### src/rtl/md_issue_pkg.sv
`timescale 1ns/1ps
package md_issue_pkg;
  // strobes from control to datapath
  typedef struct packed {
    logic capture;  // load a new instruction into the holding registers
    logic drive;    // a copy is placed on the highway this cycle
  } issueStrobe_t;
endpackage

### src/rtl/md_issue_ctrl.sv
`timescale 1ns/1ps
module md_issue_ctrl
  import md_issue_pkg::*;
#(
  parameter int MAX_DEST = 2,
  parameter int CNT_W    = $clog2(MAX_DEST + 1)
) (
  input  logic             clk,
  input  logic             rstN,
  input  logic             inValid,
  input  logic [CNT_W-1:0] inDestCnt,
  input  logic             isStop,
  input  logic             extLock,
  input  logic             ioReq,
  output logic             inReady,
  output logic             issueValid,
  output logic [CNT_W-1:0] issueIdx,
  output logic             localLock,
  output logic             pipeLock,
  output logic             stopped,
  output issueStrobe_t     strobe
);
  localparam logic [CNT_W-1:0] MaxCnt = CNT_W'(MAX_DEST);
  localparam logic [CNT_W-1:0] OneCnt = CNT_W'(1);

  logic             hold;
  logic [CNT_W-1:0] idx;
  logic [CNT_W-1:0] cnt;
  logic [CNT_W-1:0] effCnt;
  logic             lastCopy;
  logic             fire;
  logic             lastFire;
  logic             busy;
  logic             take;
  logic             stoppedQ;

  always_comb begin
    effCnt   = (inDestCnt > MaxCnt) ? MaxCnt : inDestCnt;
    lastCopy = hold && (idx == cnt);
    fire     = hold && !ioReq;
    lastFire = fire && lastCopy;
    busy     = hold && !lastFire;
    localLock = hold && (cnt > OneCnt) && !lastFire;
    pipeLock = localLock || extLock;
    inReady  = !localLock && !extLock && !busy;
    take     = inValid && inReady;
    issueValid = fire;
    issueIdx = hold ? idx : '0;
    stopped  = stoppedQ;
    strobe.capture = take;
    strobe.drive   = fire;
  end

  always_ff @(posedge clk) begin
    if (!rstN) begin
      hold     <= 1'b0;
      idx      <= '0;
      cnt      <= '0;
      stoppedQ <= 1'b0;
    end else begin
      if (take && (effCnt != '0)) begin
        hold <= 1'b1;
        idx  <= OneCnt;
        cnt  <= effCnt;
      end else if (lastFire) begin
        hold <= 1'b0;
        idx  <= '0;
      end else if (fire) begin
        idx <= idx + OneCnt;
      end
      if (take && isStop) stoppedQ <= 1'b1;
    end
  end


  defer_hold_chk: assert property (@(posedge clk) disable iff (!rstN)
    (hold && ioReq) |=> (hold && (idx == $past(idx))));


  lock_raise_chk: assert property (@(posedge clk) disable iff (!rstN)
    (take && (effCnt > OneCnt)) |=> localLock);


  copy_advance_chk: assert property (@(posedge clk) disable iff (!rstN)
    (fire && !lastCopy) |=> (issueIdx == $past(issueIdx) + OneCnt));


  stop_sticky_chk: assert property (@(posedge clk) disable iff (!rstN)
    stopped |=> stopped);


  empty_consume_chk: assert property (@(posedge clk) disable iff (!rstN)
    (take && (effCnt == '0) && !hold) |=> (!issueValid && !localLock));
endmodule

### src/rtl/md_issue_dp.sv
`timescale 1ns/1ps
module md_issue_dp
  import md_issue_pkg::*;
#(
  parameter int CMD_W    = 16,
  parameter int OPC_W    = 4,
  parameter int DEST_W   = 12,
  parameter int MAX_DEST = 2,
  parameter int CNT_W    = $clog2(MAX_DEST + 1),
  parameter int STOP_OPC = 15
) (
  input  logic                       clk,
  input  logic                       rstN,
  input  issueStrobe_t               strobe,
  input  logic [CNT_W-1:0]           selIdx,
  input  logic [CMD_W-1:0]           inCmd,
  input  logic [MAX_DEST*DEST_W-1:0] inDests,
  output logic                       isStop,
  output logic [CMD_W-1:0]           issueCmd,
  output logic [DEST_W-1:0]          issueDest
);
  localparam logic [OPC_W-1:0] StopCode = OPC_W'(STOP_OPC);

  logic [CMD_W-1:0]  cmdQ;
  logic [DEST_W-1:0] destQ [MAX_DEST];

  always_ff @(posedge clk) begin
    if (!rstN)               cmdQ <= '0;
    else if (strobe.capture) cmdQ <= inCmd;
  end

  for (genvar k = 0; k < MAX_DEST; k++) begin : g_dest
    always_ff @(posedge clk) begin
      if (!rstN)               destQ[k] <= '0;
      else if (strobe.capture) destQ[k] <= inDests[k*DEST_W +: DEST_W];
    end
  end

  always_comb begin
    isStop    = (inCmd[CMD_W-1 -: OPC_W] == StopCode);
    issueCmd  = cmdQ;
    issueDest = '0;
    for (int k = 0; k < MAX_DEST; k++) begin
      if (selIdx == CNT_W'(k + 1)) issueDest = destQ[k];
    end
  end


  cmd_capture_chk: assert property (@(posedge clk) disable iff (!rstN)
    strobe.capture |=> (issueCmd == $past(inCmd)));


  sel_range_chk: assert property (@(posedge clk) disable iff (!rstN)
    strobe.drive |-> ((selIdx != '0) && (selIdx <= CNT_W'(MAX_DEST))));
endmodule

### src/rtl/md_issue.sv
`timescale 1ns/1ps
module md_issue
  import md_issue_pkg::*;
#(
  parameter int CMD_W    = 16,
  parameter int OPC_W    = 4,
  parameter int DEST_W   = 12,
  parameter int MAX_DEST = 2,
  parameter int STOP_OPC = 15,
  localparam int CNT_W   = $clog2(MAX_DEST + 1)
) (
  input  logic                       clk,
  input  logic                       rstN,
  input  logic                       inValid,
  output logic                       inReady,
  input  logic [CMD_W-1:0]           inCmd,
  input  logic [CNT_W-1:0]           inDestCnt,
  input  logic [MAX_DEST*DEST_W-1:0] inDests,
  input  logic                       extLock,
  input  logic                       ioReq,
  output logic                       issueValid,
  output logic [CMD_W-1:0]           issueCmd,
  output logic [DEST_W-1:0]          issueDest,
  output logic [CNT_W-1:0]           issueIdx,
  output logic                       localLock,
  output logic                       pipeLock,
  output logic                       stopped
);
  issueStrobe_t strobe;
  logic         isStop;

  md_issue_ctrl #(.MAX_DEST(MAX_DEST), .CNT_W(CNT_W)) u_ctrl (
    .clk(clk), .rstN(rstN), .inValid(inValid), .inDestCnt(inDestCnt),
    .isStop(isStop), .extLock(extLock), .ioReq(ioReq), .inReady(inReady),
    .issueValid(issueValid), .issueIdx(issueIdx), .localLock(localLock),
    .pipeLock(pipeLock), .stopped(stopped), .strobe(strobe)
  );

  md_issue_dp #(.CMD_W(CMD_W), .OPC_W(OPC_W), .DEST_W(DEST_W),
    .MAX_DEST(MAX_DEST), .CNT_W(CNT_W), .STOP_OPC(STOP_OPC)) u_dp (
    .clk(clk), .rstN(rstN), .strobe(strobe), .selIdx(issueIdx),
    .inCmd(inCmd), .inDests(inDests), .isStop(isStop),
    .issueCmd(issueCmd), .issueDest(issueDest)
  );
endmodule

### config.mk
export PLATFORM = sky130hd
export DESIGN_NAME = md_issue
export DESIGN_NICKNAME = d
export VERILOG_FILES = /design/src/rtl/md_issue_pkg.sv /design/src/rtl/md_issue_ctrl.sv /design/src/rtl/md_issue_dp.sv /design/src/rtl/md_issue.sv
export SDC_FILE = /design/constraint.sdc
export NUM_CORES = 1
export LEC_CHECK = 0
export ABC_AREA = 1
export BUFFER_PORTS_ARGS = -buffer_cell sky130_fd_sc_hd__buf_2
export CAP_MARGIN = 25
export CELL_PAD_IN_SITES_DETAIL_PLACEMENT = 1
export CELL_PAD_IN_SITES_GLOBAL_PLACEMENT = 1
export CORE_MARGIN = 10
export CORE_UTILIZATION = 31
export CTS_CLUSTER_DIAMETER = 30
export DETAILED_ROUTE_END_ITERATION = 8
export GPL_TIMING_DRIVEN = 0
export PLACE_DENSITY = 0.87
export SLEW_MARGIN = 15
export SYNTH_ARGS = -nofsm -noshare
export SYNTH_HDL_FRONTEND = slang
export SYNTH_SLANG_ARGS = --single-unit
### constraint.sdc
create_clock -name clk -period 2.2 [get_ports clk]
set_clock_uncertainty 0.1 [all_clocks]
set_input_delay 0.22 -clock clk [delete_from_list [all_inputs] [get_ports clk]]
set_output_delay 0.22 -clock clk [all_outputs]
set_load 0.005 [all_outputs]
After elaboration in Yosys (flattened, before gate mapping)
Memory sizes are Yosys's and may differ from the RTL's.
Cells that the tools add are included.
{"block": "totals", "ff_bits": 22, "latch_bits": 0, "ramBits": 24, "rom_bits": 0, "inputBits": 47, "word_cells": 53, "memories": 1}
{"block": "classes", "add_sub_neg": 1, "multipliers": 0, "div": 0, "magnitude_cmp": 2, "n_eq_ne": 4, "n_shift": 0, "mux": 15, "n_bitwise": 3, "reduce_logical": 21}
{"name": "u_dp.destQ", "depth": 2, "word_bits": 12, "read_ports": 2, "rd_ports_with_merged_regs": 0, "wr": 2, "line_no": "md_issue_dp.sv:25", "rtl": "logic [DEST_W-1:0] destQ [MAX_DEST];"}
{"cell": "12-bit 2-to-1 mux", "n": 4}
{"cell": "1-bit logical AND", "n": 11}
{"cell": "1-bit 2-to-1 mux", "n": 9}
{"cell": "1-bit logical NOT", "n": 5}
{"cell": "4-bit == test (second input constant)", "n": 1}
{"cell": "2-bit 2-to-1 mux", "n": 2}
{"cell": "2-bit nonzero test", "n": 2}
{"cell": "3-bit nonzero test", "n": 1}
{"cell": "3-bit OR reduction", "n": 1}
{"cell": "2-bit by 1-bit adder with 2-bit output (second input constant)", "n": 1}
{"cell": "2-bit by 1-bit == test with 1-bit output (second input constant)", "n": 1}
{"cell": "2-bit == test", "n": 1}
{"cell": "2-bit == test (second input constant)", "n": 1}
{"cell": "2-bit by 1-bit greater-than comparator with 1-bit output (second input constant)", "n": 1}
{"cell": "2-bit greater-than comparator (second input constant)", "n": 1}
{"cell": "1-bit bitwise OR", "n": 2}
{"cell": "1-bit logical OR", "n": 1}
{"cell": "1-bit inverter", "n": 1}

Longest topological paths before layout
{"block": "logic_depth", "depth_word": 13, "mapped_depth": 10, "ltp_nobuf": 9}

Cells and area by module
A second synthesis with hierarchy kept.
{"block": "unflattened", "hier_cells": 246, "hier_area_um2": 2218.4}
{"mod": "md_issue_dp", "instances": 1, "cells_per_inst": 193, "area_per_inst_um2": 1858.0, "seq_area_each_um2": 1041.0}
{"mod": "md_issue_ctrl", "instances": 1, "cells_per_inst": 53, "area_per_inst_um2": 360.3, "seq_area_each_um2": 120.1}

Least setup slack after synthesis
OpenSTA, ideal clock, no wires.
{"block": "synth_timing", "path_type": "reg2reg", "from": "reg u_ctrl.hold", "to": "mem u_dp.destQ[0][0] (enable)", "setup_time_ns": 0.381, "t_arrival_ns": 1.741, "setup_slack_ns": -0.022, "path_stages_with_launch": 9, "path_buffers": 2, "period_less_slack_ns": 2.222, "path_cell_list": "dfxtp_1 inv_1 nor2_4 nand3_2 a21oi_2 buf_6 nand2_4 buf_6 nand2_1"}
{"item": "start: declaration", "line_no": "md_issue_ctrl.sv:26", "rtl": "logic hold;"}
{"item": "start signal: assignment", "line_no": "md_issue_ctrl.sv:56", "rtl": "hold <= 1'b0;"}
{"item": "start signal: assignment", "line_no": "md_issue_ctrl.sv:62", "rtl": "hold <= 1'b1;"}
{"item": "start signal: assignment", "line_no": "md_issue_ctrl.sv:66", "rtl": "hold <= 1'b0;"}
{"item": "end: declaration", "line_no": "md_issue_dp.sv:25"}

Worst setup path in the final report
{"block": "layout_timing", "from": "reg u_ctrl.hold", "to": "out inReady"}
{"block": "layout_via", "elab_chain_cells": 7, "word_cells_on_any_way": 11, "cone_classes": "reduce/logical: 11"}
{"item": "1-bit logical AND, on equally long branches", "line_no": "md_issue_ctrl.sv:40, md_issue_ctrl.sv:39"}
{"item": "1-bit logical AND", "line_no": "md_issue_ctrl.sv:41", "rtl": "lastFire = fire && lastCopy;"}
{"item": "1-bit logical NOT", "line_no": "md_issue_ctrl.sv:42, md_issue_ctrl.sv:43"}
{"item": "1-bit logical AND", "line_no": "md_issue_ctrl.sv:43", "rtl": "localLock = hold && (cnt > OneCnt) && !lastFire;"}
{"item": "1-bit logical NOT", "line_no": "md_issue_ctrl.sv:45", "rtl": "inReady = !localLock && !extLock && !busy;"}
{"item": "1-bit logical AND", "line_no": "md_issue_ctrl.sv:45"}
{"item": "1-bit logical AND (*)", "line_no": "md_issue_ctrl.sv:45"}
{"item": "end: declaration", "line_no": "md_issue.sv:15", "rtl": "output logic inReady,"}
Mark *: on every way between the ends. The rest lies on a longest branch, timed or not.

==> impl_metrics.py <==
metrics = {
    "status": {
        "status": "complete, no violations",
    },
    "cts": {
        "clock_sinks": 46,
        "cts_setup_buffers": 0,
        "hold_buffers": 0,
        "cts.repair.resized": 1,
        "clk_path_buf_depth": 2,
        "clock_tree.root_cell": "clkbuf_8",
        "numCtsBuffers": 5,
        "clk_pin_slew_ns": 0.10,
        "cts_tree": "built",
        "htreeDepth": 2,
        "clock_latency_ns": 0.28,
    },
    "sta": {
        "fmax_ghz": 0.489,
        "final.setup.worst_slack_ns": 0.154,
        "timing.final.hold_violations": 0,
        "holdWs_ns": 0.0665,
        "tightest_slew_ns": 0.482,
        "finalSetupViolCount": 0,
        "fin_crit_sh_pct": 93.0,
        "min_period_ns": 2.05,
        "slew_violations": 0,
        "rsz0062_at_grt": "false",
        "slew_headroom_pct": 67.9,
    },
    "global_route": {
        "grt_pass1_vias": 2104,
        "grt_max_degree": 25,
        "grt_pass1_wl_mm": 10.2,
        "overflow": 0,
        "antenna_found_initial": 0,
        "grt.total_usage_pct": 12.2,
    },
    "logic_synthesis": {
        "syn-num-nets": 295,
        "synth_area_sq_mm": 0.00210,
        "ys_types": 19,
        "ys_ff_latch": 46,
        "ys_seq_area_share_pct": 55.3,
        "postSynthCellCount": 248,
        "yosysWarnings": 0,
        "postSynthAreaPerCell_sq_um": 8.47,
    },
    "cells_and_area": {
        "drive_gt1_share_pct": 31.5,
        "syn2layout_area_growth_pct": 29.7,
        "fin_util_pct": 42.2,
        "nets": 383,
        "n_antenna_cell": 0,
        "final_cell_area_sq_mm": 0.00273,
    },
    "place": {
        "gpl.final_weighted_congestion": 0.790,
        "numPortBuffers": 81,
        "postPlaceCellArea_sq_mm": 0.00261,
        "hpwl_mm": 5.16,
        "pre_cts_slack_ns": -0.0947,
    },
    "floorplan": {
        "ioPinCount": 82,
        "fp.dieH_um": 102,
        "core_sq_mm": 0.00646,
        "die_area_sq_mm": 0.0105,
        "rows": 29,
        "start_util_pct": 32.5,
        "die_width_um": 102,
    },
    "critical_path": {
        "cp-end-kind": "output port",
        "arrival_ns": 1.73,
        "crit_type": "flip-flop to output port",
        "rrSetupSlack_ns": 0.19,
        "start_kind": "flip-flop",
        "required_ns": 1.88,
        "path_max_fanout": 10,
    },
    "power": {
        "ir_drop_mv": 0.289,
        "power.density_mw_per_mm2": 644,
        "leakagePower_nw": 1.47,
    },
    "routing": {
        "vias": 1984,
        "wl_per_cell_um": 15.6,
        "drt_pass1_iterations": 6,
        "routed_wl_mm": 6.45,
        "ant_nets": 0,
        "vias_per_cell": 4.79,
        "drtIter0Drc": 80,
        "drc_errors": 0,
    },
    "min_path": {
        "hold_class": "primary input to flip-flop",
    },
    "job": {
        "drv_cap": 0,
    },
}
power breakdown:
part / leakage, nW / internal [mW] / switching (mW)
Combinational: 0.981 / 0.0838 / 0.127
Sequential: 0.435 / 0.954 / 0.0207
Clock: 0.0561 / 0.289 / 0.280
worst max-delay path: stages, from the launching register on:
cell	delay [ns]
dfxtp_1	0.44
inv_1	0.10
nor2_4	0.14
nand3_2	0.12
a21oi_2	0.20
buf_6	0.18
buf_6	0.15
buf_2	0.12
placed cells by master, fill, tap and decap left out, types with 2 or more instances in the layout:
master / count
nand3_1: 42
buf_2: 85
edfxtp_1: 24
nand3_2: 2
nand4_1: 21
clkbuf_1: 6
a21oi_1: 2
clkbuf_8: 5
nor2_1: 27
or2_2: 2
clkinv_2: 2
dfxtp_1: 22
clkbuf_2: 2
buf_6: 3
nand2_1: 47
inv_1: 37
synthesized netlist by cell type:
| master | n | area, sq um |
|---|---|---|
| buf_2 | 4 | 20.0 |
| nand2_4 | 1 | 11.3 |
| a31oi_1 | 1 | 6.26 |
| dfxtp_1 | 22 | 440 |
| xor2_1 | 1 | 8.76 |
| nand4_1 | 21 | 131 |
| or2_2 | 2 | 12.5 |
| buf_6 | 3 | 33.8 |
| a21oi_2 | 1 | 8.76 |
| nor2_1 | 27 | 101 |
| nand3_2 | 2 | 20.0 |
| o21ai_0 | 1 | 5.00 |
| clkbuf_1 | 8 | 30.0 |
| nand2_1 | 48 | 180 |
| edfxtp_1 | 24 | 721 |
| a21oi_1 | 2 | 10.0 |
| nor2_4 | 1 | 11.3 |
| nand3_1 | 42 | 210 |
| inv_1 | 37 | 139 |
routing by layer:
metal  vias to the layer above  track usage [%]  part of all wire, %
met5                         -                0                    0
met4                         0             2.93                 0.79
met3                         4             3.10                  5.0
met2                        47             22.2                   54
met1                       945             13.9                   40
li1                        988                -                    -
cells by family after synthesis:
group           synth area share [%]
flops                           55.3
xor+xnor                       0.417
buf+inv                         10.6
simple gates                    32.3
compound gates                  1.43
final cells by class:
cell class,instances,area [sq um]
Buffer,15,86.3
Clock buffer,6,93.8
Clock inverter,2,10.0
Fill cell,815,3730
Inverter,37,139
Multi-Input combinational cell,150,733
Sequential cell,46,1160
Tap cell,77,96.3
Timing Repair Buffer,81,405
state kept, by name, indices dropped and copies added, names as in the netlist:
signal and flops:
u_ctrl.idx 2, u_ctrl.cnt 2, u_dp.destQ 24, u_dp.issueCmd 16, u_ctrl.hold 1, u_ctrl.stopped 1
final timing paths:
kind                                from                        endpoint  cells past startpoint
max             u_ctrl.hold$_SDFFE_PN0P_                         inReady                      7
min                             inCmd[7]   u_dp.issueCmd[7]$_SDFFE_PN0P_                      3
max reg2reg     u_ctrl.hold$_SDFFE_PN0P_  u_dp.destQ[1][6]$_SDFFCE_PN0P_                      8
min reg2reg  u_ctrl.stopped$_SDFFE_PN0P_     u_ctrl.stopped$_SDFFE_PN0P_                      2
per-stage QoR:
step	setup TNS [ns]	instances	power, mW
3_5_place_dp	-2.25	406	1.20
5_1_grt	0	414	1.83
2_1_floorplan	0	248	1.10
4_1_cts	0	414	1.77
6_report	0	414	1.75
3_3_place_gp	-1.58	406	1.19
(Power assumes the default switching activity.)
